--- src/rtl/mwd_pkg.sv ---
package mwd_pkg;
  localparam int ADDR_W    = 32;
  localparam int PAGE_BITS = 16;
  localparam int HI_W      = ADDR_W - PAGE_BITS;
  localparam int TGT_W     = 4;
  localparam int ATTR_W    = 8;

  typedef enum logic [1:0] {
    REG_CTRL  = 2'd0,
    REG_BASE  = 2'd1,
    REG_RSVD  = 2'd2,
    REG_REMAP = 2'd3
  } reg_sel_e;

  typedef struct packed {
    logic              en;
    logic [TGT_W-1:0]  tgt;
    logic [ATTR_W-1:0] attr;
    logic [HI_W-1:0]   size_m1;
    logic [HI_W-1:0]   base;
    logic [HI_W-1:0]   remap;
  } win_cfg_t;
endpackage

--- src/rtl/mwd_regfile.sv ---
module mwd_regfile
  import mwd_pkg::*;
#(
  parameter int NUM_WIN = 6,
  parameter int REG_AW  = 8
) (
  input  logic                     clk_i,
  input  logic                     rst_ni,
  input  logic                     wr_en_i,
  input  logic [REG_AW-1:0]        wr_addr_i,
  input  logic [ADDR_W-1:0]        wr_data_i,
  output win_cfg_t [NUM_WIN-1:0]   cfg_o
);
  localparam int IDX_W = REG_AW - 4;

  logic [IDX_W-1:0] wsel;
  reg_sel_e         rsel;
  win_cfg_t         cfg_q [NUM_WIN];
  logic             unused_bits;

  assign wsel = wr_addr_i[REG_AW-1:4];
  assign rsel = reg_sel_e'(wr_addr_i[3:2]);
  assign unused_bits = ^{wr_addr_i[1:0], wr_data_i[3:1]};

  for (genvar w = 0; w < NUM_WIN; w++) begin : g_win
    always_ff @(posedge clk_i or negedge rst_ni) begin
      if (!rst_ni) begin
        cfg_q[w] <= '0;
      end else if (wr_en_i && wsel == IDX_W'(w)) begin
        unique case (rsel)
          REG_CTRL: begin
            cfg_q[w].en      <= wr_data_i[0];
            cfg_q[w].tgt     <= wr_data_i[7:4];
            cfg_q[w].attr    <= wr_data_i[15:8];
            cfg_q[w].size_m1 <= wr_data_i[ADDR_W-1:PAGE_BITS];
          end
          REG_BASE:  cfg_q[w].base  <= wr_data_i[ADDR_W-1:PAGE_BITS];
          REG_REMAP: cfg_q[w].remap <= wr_data_i[ADDR_W-1:PAGE_BITS];
          default: ;
        endcase
      end
    end
    assign cfg_o[w] = cfg_q[w];
  end
endmodule

--- src/rtl/mwd_match.sv ---
module mwd_match
  import mwd_pkg::*;
#(
  parameter int NUM_WIN = 6
) (
  input  win_cfg_t [NUM_WIN-1:0] cfg_i,
  input  logic [HI_W-1:0]        addr_hi_i,
  output logic [NUM_WIN-1:0]     hit_vec_o
);
  for (genvar w = 0; w < NUM_WIN; w++) begin : g_cmp
    logic [HI_W-1:0] keep;
    assign keep = ~cfg_i[w].size_m1;
    assign hit_vec_o[w] = cfg_i[w].en &&
                          ((addr_hi_i & keep) == (cfg_i[w].base & keep));
  end
endmodule

--- src/rtl/mwd_prio.sv ---
module mwd_prio #(
  parameter int NUM_WIN = 6,
  localparam int IDX_W  = $clog2(NUM_WIN)
) (
  input  logic [NUM_WIN-1:0] vec_i,
  output logic               found_o,
  output logic [IDX_W-1:0]   idx_o
);
  // lowest index wins: scan downward so lower indices overwrite
  always_comb begin
    idx_o = '0;
    for (int i = NUM_WIN - 1; i >= 0; i--) begin
      if (vec_i[i]) idx_o = IDX_W'(i);
    end
  end
  assign found_o = |vec_i;
endmodule

--- src/rtl/mwd_decoder.sv ---
module mwd_decoder
  import mwd_pkg::*;
#(
  parameter int NUM_WIN = 6,
  parameter int REG_AW  = 8
) (
  input  logic                        clk_i,
  input  logic                        rst_ni,
  input  logic                        wr_en_i,
  input  logic [REG_AW-1:0]           wr_addr_i,
  input  logic [31:0]                 wr_data_i,
  input  logic                        req_valid_i,
  input  logic [31:0]                 req_addr_i,
  output logic                        rsp_valid_o,
  output logic                        rsp_hit_o,
  output logic                        rsp_miss_o,
  output logic [$clog2(NUM_WIN)-1:0]  rsp_win_o,
  output logic [3:0]                  rsp_target_o,
  output logic [7:0]                  rsp_attr_o,
  output logic [31:0]                 rsp_addr_o
);
  localparam int IDX_W = $clog2(NUM_WIN);

  win_cfg_t [NUM_WIN-1:0] cfg;
  logic [NUM_WIN-1:0]     hit_vec;
  logic                   found;
  logic [IDX_W-1:0]       idx;
  win_cfg_t               sel;
  logic [HI_W-1:0]        xlat_hi;

  mwd_regfile #(.NUM_WIN(NUM_WIN), .REG_AW(REG_AW)) u_regs (
    .clk_i     (clk_i),
    .rst_ni    (rst_ni),
    .wr_en_i   (wr_en_i),
    .wr_addr_i (wr_addr_i),
    .wr_data_i (wr_data_i),
    .cfg_o     (cfg)
  );

  mwd_match #(.NUM_WIN(NUM_WIN)) u_match (
    .cfg_i     (cfg),
    .addr_hi_i (req_addr_i[ADDR_W-1:PAGE_BITS]),
    .hit_vec_o (hit_vec)
  );

  mwd_prio #(.NUM_WIN(NUM_WIN)) u_prio (
    .vec_i   (hit_vec),
    .found_o (found),
    .idx_o   (idx)
  );

  assign sel     = cfg[idx];
  assign xlat_hi = (sel.remap & ~sel.size_m1) |
                   (req_addr_i[ADDR_W-1:PAGE_BITS] & sel.size_m1);

  always_ff @(posedge clk_i or negedge rst_ni) begin
    if (!rst_ni) begin
      rsp_valid_o  <= 1'b0;
      rsp_hit_o    <= 1'b0;
      rsp_miss_o   <= 1'b0;
      rsp_win_o    <= '0;
      rsp_target_o <= '0;
      rsp_attr_o   <= '0;
      rsp_addr_o   <= '0;
    end else begin
      rsp_valid_o <= req_valid_i;
      rsp_hit_o   <= req_valid_i & found;
      rsp_miss_o  <= req_valid_i & ~found;
      if (req_valid_i && found) begin
        rsp_win_o    <= idx;
        rsp_target_o <= sel.tgt;
        rsp_attr_o   <= sel.attr;
        rsp_addr_o   <= {xlat_hi, req_addr_i[PAGE_BITS-1:0]};
      end else begin
        rsp_win_o    <= '0;
        rsp_target_o <= '0;
        rsp_attr_o   <= '0;
        rsp_addr_o   <= '0;
      end
    end
  end
endmodule

--- config.mk ---
export PLATFORM = sky130hd
export DESIGN_NAME = mwd_decoder
export DESIGN_NICKNAME = d
export VERILOG_FILES = /design/src/rtl/mwd_pkg.sv /design/src/rtl/mwd_regfile.sv /design/src/rtl/mwd_match.sv /design/src/rtl/mwd_prio.sv /design/src/rtl/mwd_decoder.sv
export SDC_FILE = /design/constraint.sdc
export NUM_CORES = 1
export LEC_CHECK = 0
export BUFFER_PORTS_ARGS = -buffer_cell sky130_fd_sc_hd__buf_2
export CORE_MARGIN = 5
export CORE_UTILIZATION = 55
export CTS_BUF_LIST = sky130_fd_sc_hd__clkbuf_2
export DETAILED_ROUTE_END_ITERATION = 6
export PLACE_DENSITY = 0.82
export REMOVE_ABC_BUFFERS = 1
export SYNTH_ARGS = -nofsm -noshare
export SYNTH_HDL_FRONTEND = slang
export SYNTH_SLANG_ARGS = --single-unit
--- constraint.sdc ---
create_clock -name clk_i -period 5 [get_ports clk_i]
set_input_delay 0.5 -clock clk_i [delete_from_list [all_inputs] [get_ports clk_i]]
set_output_delay 0.5 -clock clk_i [all_outputs]
set_load 0.05 [all_outputs]
==> results.sh <==
export IMPL_viasPerCell=5.95
export IMPL_crit_arrival_ns=4.91
export IMPL_worst_path_buf_inv=1
export IMPL_cts_tree="built"
export IMPL_power_total_mw=7.32
export IMPL_synth_seq_cells=416
export IMPL_max_slew_margin_rel_pct=19.3
export IMPL_worstSetupStartpointType="flop"
export IMPL_worst_r2r_cell_count=9
export IMPL_regArea_mm2=0.0104
export IMPL_grt_antenna_before_repair=1
export IMPL_finalCritPeriodShare_pct=80.1
export IMPL_max_freq_mhz=250
export IMPL_rsz0062_at_grt="no"
export IMPL_slowest_delay_ns=0.65
export IMPL_synthCells=1566
export IMPL_clk_root_buffer_cell="clkbuf_2"
export IMPL_io_buffers=120
export IMPL_status="completed"
export IMPL_cts_clk_slew_worst_paths_ns=0.10
export IMPL_htree_levels=3
export IMPL_core_mm2=0.0353
export IMPL_final_nets=1855
export IMPL_grt_pass1_wl_um=82800
export IMPL_drtIter0Drc=981
export IMPL_worst_path_most_repeated_cell="o22ai_1"
export IMPL_clock_sinks=416
export IMPL_ir_drop_v=0.000204
export IMPL_dieArea_mm2=0.0393
export IMPL_row_count=69
export IMPL_syn_area_mm2=0.0195
export IMPL_grt_max_degree=125
export IMPL_overflow=0
export IMPL_ctsResizeCount=0
export IMPL_synth_edf_count=0
export IMPL_end_kind="flop"
export IMPL_dr_pass1_iters=5
export IMPL_setup_viol=0
export IMPL_r2r_end="rsp_addr_o[20]$_DFF_PN0_"
export IMPL_finalHoldViolCount=0
export IMPL_ys_warnings_count=0
export IMPL_gr_usage_all_layers_pct=27.4
export IMPL_post_cts_buffers=0
export IMPL_ys_flop_type="dfrtp_1"
export IMPL_yosys_area_top_type="dfrtp_1"
export IMPL_crit_family="simple AND/OR/NAND/NOR gates"
export IMPL_drv_cap=0
export IMPL_crit_required_ns=5.90
export IMPL_grt_pass1_vias=14500
export IMPL_cts_hold_buf=63
export IMPL_path_class="reg -> reg"
export IMPL_async_reset_ff_share_pct=100
export IMPL_clock_latency_ns=1.02
export IMPL_post_place_cells=2069
export IMPL_leakage_nw=10.8
export IMPL_initial_core_util_pct=55.2
export IMPL_post_drt_wl_per_cell_um=23.0
export IMPL_wirelength_um=53200
export IMPL_vias=13800
export IMPL_synth_area_leaders="dfrtp_1 (53%), mux2_2 (22%), xnor2_1 (4.3%)"
export IMPL_fill_cells=2763
export IMPL_maxSlewViolCount=0
export IMPL_dpl_hpwl_um=34300
export IMPL_crit_path_cell_trace="xnor2_1 -> o22ai_1 -> nor4_1 -> nand3_1 -> o211a_1 -> nor2_2 -> nand2_1 -> buf_4 -> o22ai_1"
export IMPL_r2r_start="u_regs.cfg_o[87]$_DFFE_PN0P_"
export IMPL_syn2layout_area_growth_pct=12.7
export IMPL_instances_no_fill=2318
export IMPL_finClkSkew_ns=0.0671
export IMPL_die_x_um=198
export IMPL_finalSetupTns_ns=0
export IMPL_ys_seq_area_share_pct=53.4
export IMPL_r2r_slack_ns=0.99
export IMPL_numCtsBuffers=106
export IMPL_hold_path_class="in -> async"
export IMPL_slowest_stage="nor2_2"
export IMPL_avgSynthCellArea_um2=12.5
export IMPL_die_y_um=198
export IMPL_gp_congestion=0.917
export IMPL_drc_errors=0
export IMPL_drive_above_1_share_pct=39.0
export IMPL_finalCriticalPeriod_ns=4.01
export IMPL_multi_input_area_mm2=0.00853
export IMPL_yosys_area_top_type_share_pct=53.4
export IMPL_antenna_left=0
export IMPL_boundaryPins=126
export IMPL_clockBufferDepth=3
export IMPL_post_place_ws_ns=0.771
export IMPL_holdWs_ns=0.190
export IMPL_tightest_slew_ns=1.21
export IMPL_p_per_area_mw_per_mm2=333
export IMPL_synth_cell_types=55
export IMPL_cp_max_fo=14
export IMPL_finalWorstSetupSlack_ns=0.994
[flip-flops by register name, indices dropped and copies added (netlist names)]
| signal | count |
|---|---|
| rsp_addr_o | 32 |
| rsp_attr_o | 8 |
| rsp_hit_o | 1 |
| rsp_miss_o | 1 |
| rsp_target_o | 4 |
| rsp_valid_o | 1 |
| rsp_win_o | 3 |
| u_regs.cfg_o | 366 |
[synth_stat cells (5+ instances only)]
cell type	n
a21oi_1	18
a31oi_1	37
a32oi_1	7
and2_1	19
and3_1	18
buf_1	7
buf_2	17
buf_4	18
buf_6	8
clkbuf_1	62
dfrtp_1	416
inv_1	8
mux2_2	383
mux2i_1	43
nand2_1	101
nand3_1	33
nor2_1	63
nor3_1	14
nor4_1	8
o2111ai_1	5
o211ai_1	12
o21ai_0	46
o22a_1	11
o22ai_1	56
o311ai_0	5
o31ai_1	5
xnor2_1	96
[cell usage in the layout, fill, tap and decap left out, types with 4 or more instances in the layout]
master         count
dfrtp_1          416
mux2_2           383
clkbuf_2         154
buf_2            119
nand2_1          101
xnor2_1           96
dlygate4sd3_1     63
nor2_1            57
o22ai_1           56
o21ai_0           46
mux2i_1           43
a31oi_1           37
nand3_1           33
buf_4             31
clkinv_1          22
and2_1            19
and3_1            18
a21oi_1           18
nor3_1            12
o211ai_1          12
o22a_1            11
nor4_1             8
inv_1              8
a32oi_1            7
nor2_2             6
o311ai_0           5
o2111ai_1          5
o31ai_1            5
clkinv_2           5
nand4b_1           4
[kinds of logic (layout without fill, tap and decap cells)]
family,Yosys count,count (layout),share of synthesized area [%]
buffers and inverters,120,410,3.07
AOI/OAI and AO/OA,215,215,7.28
other,0,1,0
xor gates and xnor gates,96,96,4.31
muxes,428,428,24.5
and+or+nand+nor,291,291,7.43
DFF,416,416,53.4
[where the power goes]
part           switching (mW)  internal [mW]  leakage, nW  total [mW]
combinational           0.514          0.588         4.53        1.10
clock                    1.36          0.822        0.702        2.18
sequential              0.276           3.76         5.55        4.03
[metrics by stage]
| stage | cell area [µm²] | utilization (%) |
|---|---|---|
| after floorplan | 18900 | - |
| after global placement | 20400 | 57.9 |
| after detailed placement | 20400 | 57.9 |
| after CTS | 22000 | 62.2 |
| after global routing | 22000 | 62.2 |
| final | 22000 | 62.2 |
[worst register-to-register path, stage by stage, from the launching register on]
cell	delay, ns
dfrtp_1	0.41
xnor2_1	0.17
o22ai_1	0.12
nor4_1	0.54
nand3_1	0.51
o211a_1	0.46
nor2_2	0.65
nand2_1	0.53
buf_4	0.35
o22ai_1	0.18
[cell type report]
type / instances / share of cell area, %
sequential: 416 / 47.4
antenna: 1 / 0.0114
tap: 461 / 2.62
timing repair buffer: 217 / 6.98
multi-input combinational: 1030 / 38.8
inverter: 8 / 0.137
clock inverter: 31 / 0.592
clock buffer: 154 / 3.51
[how the worst max path moves through the flow]
stage                                 startpoint                       end  depth (start not counted)
finish              u_regs.cfg_o[87]$_DFFE_PN0P_  rsp_addr_o[20]$_DFF_PN0_                          9
floorplan                         req_addr_i[25]  rsp_addr_o[17]$_DFF_PN0_                          9
CTS                 u_regs.cfg_o[87]$_DFFE_PN0P_  rsp_addr_o[18]$_DFF_PN0_                          9
detailed placement                req_addr_i[19]  rsp_addr_o[19]$_DFF_PN0_                         10
global route        u_regs.cfg_o[87]$_DFFE_PN0P_  rsp_addr_o[18]$_DFF_PN0_                          9
global placement                  req_addr_i[19]  rsp_addr_o[20]$_DFF_PN0_                         10
[per-layer routing]
metal	global-route usage, %	vias up	wire length (µm)
met5	0	-	0
met4	10.6	0	1590
met3	6.38	113	3820
met2	44.3	526	25900
met1	36.4	7024	21900
li1	-	6124	-
Note: power is estimated with default switching activity, not from simulation.
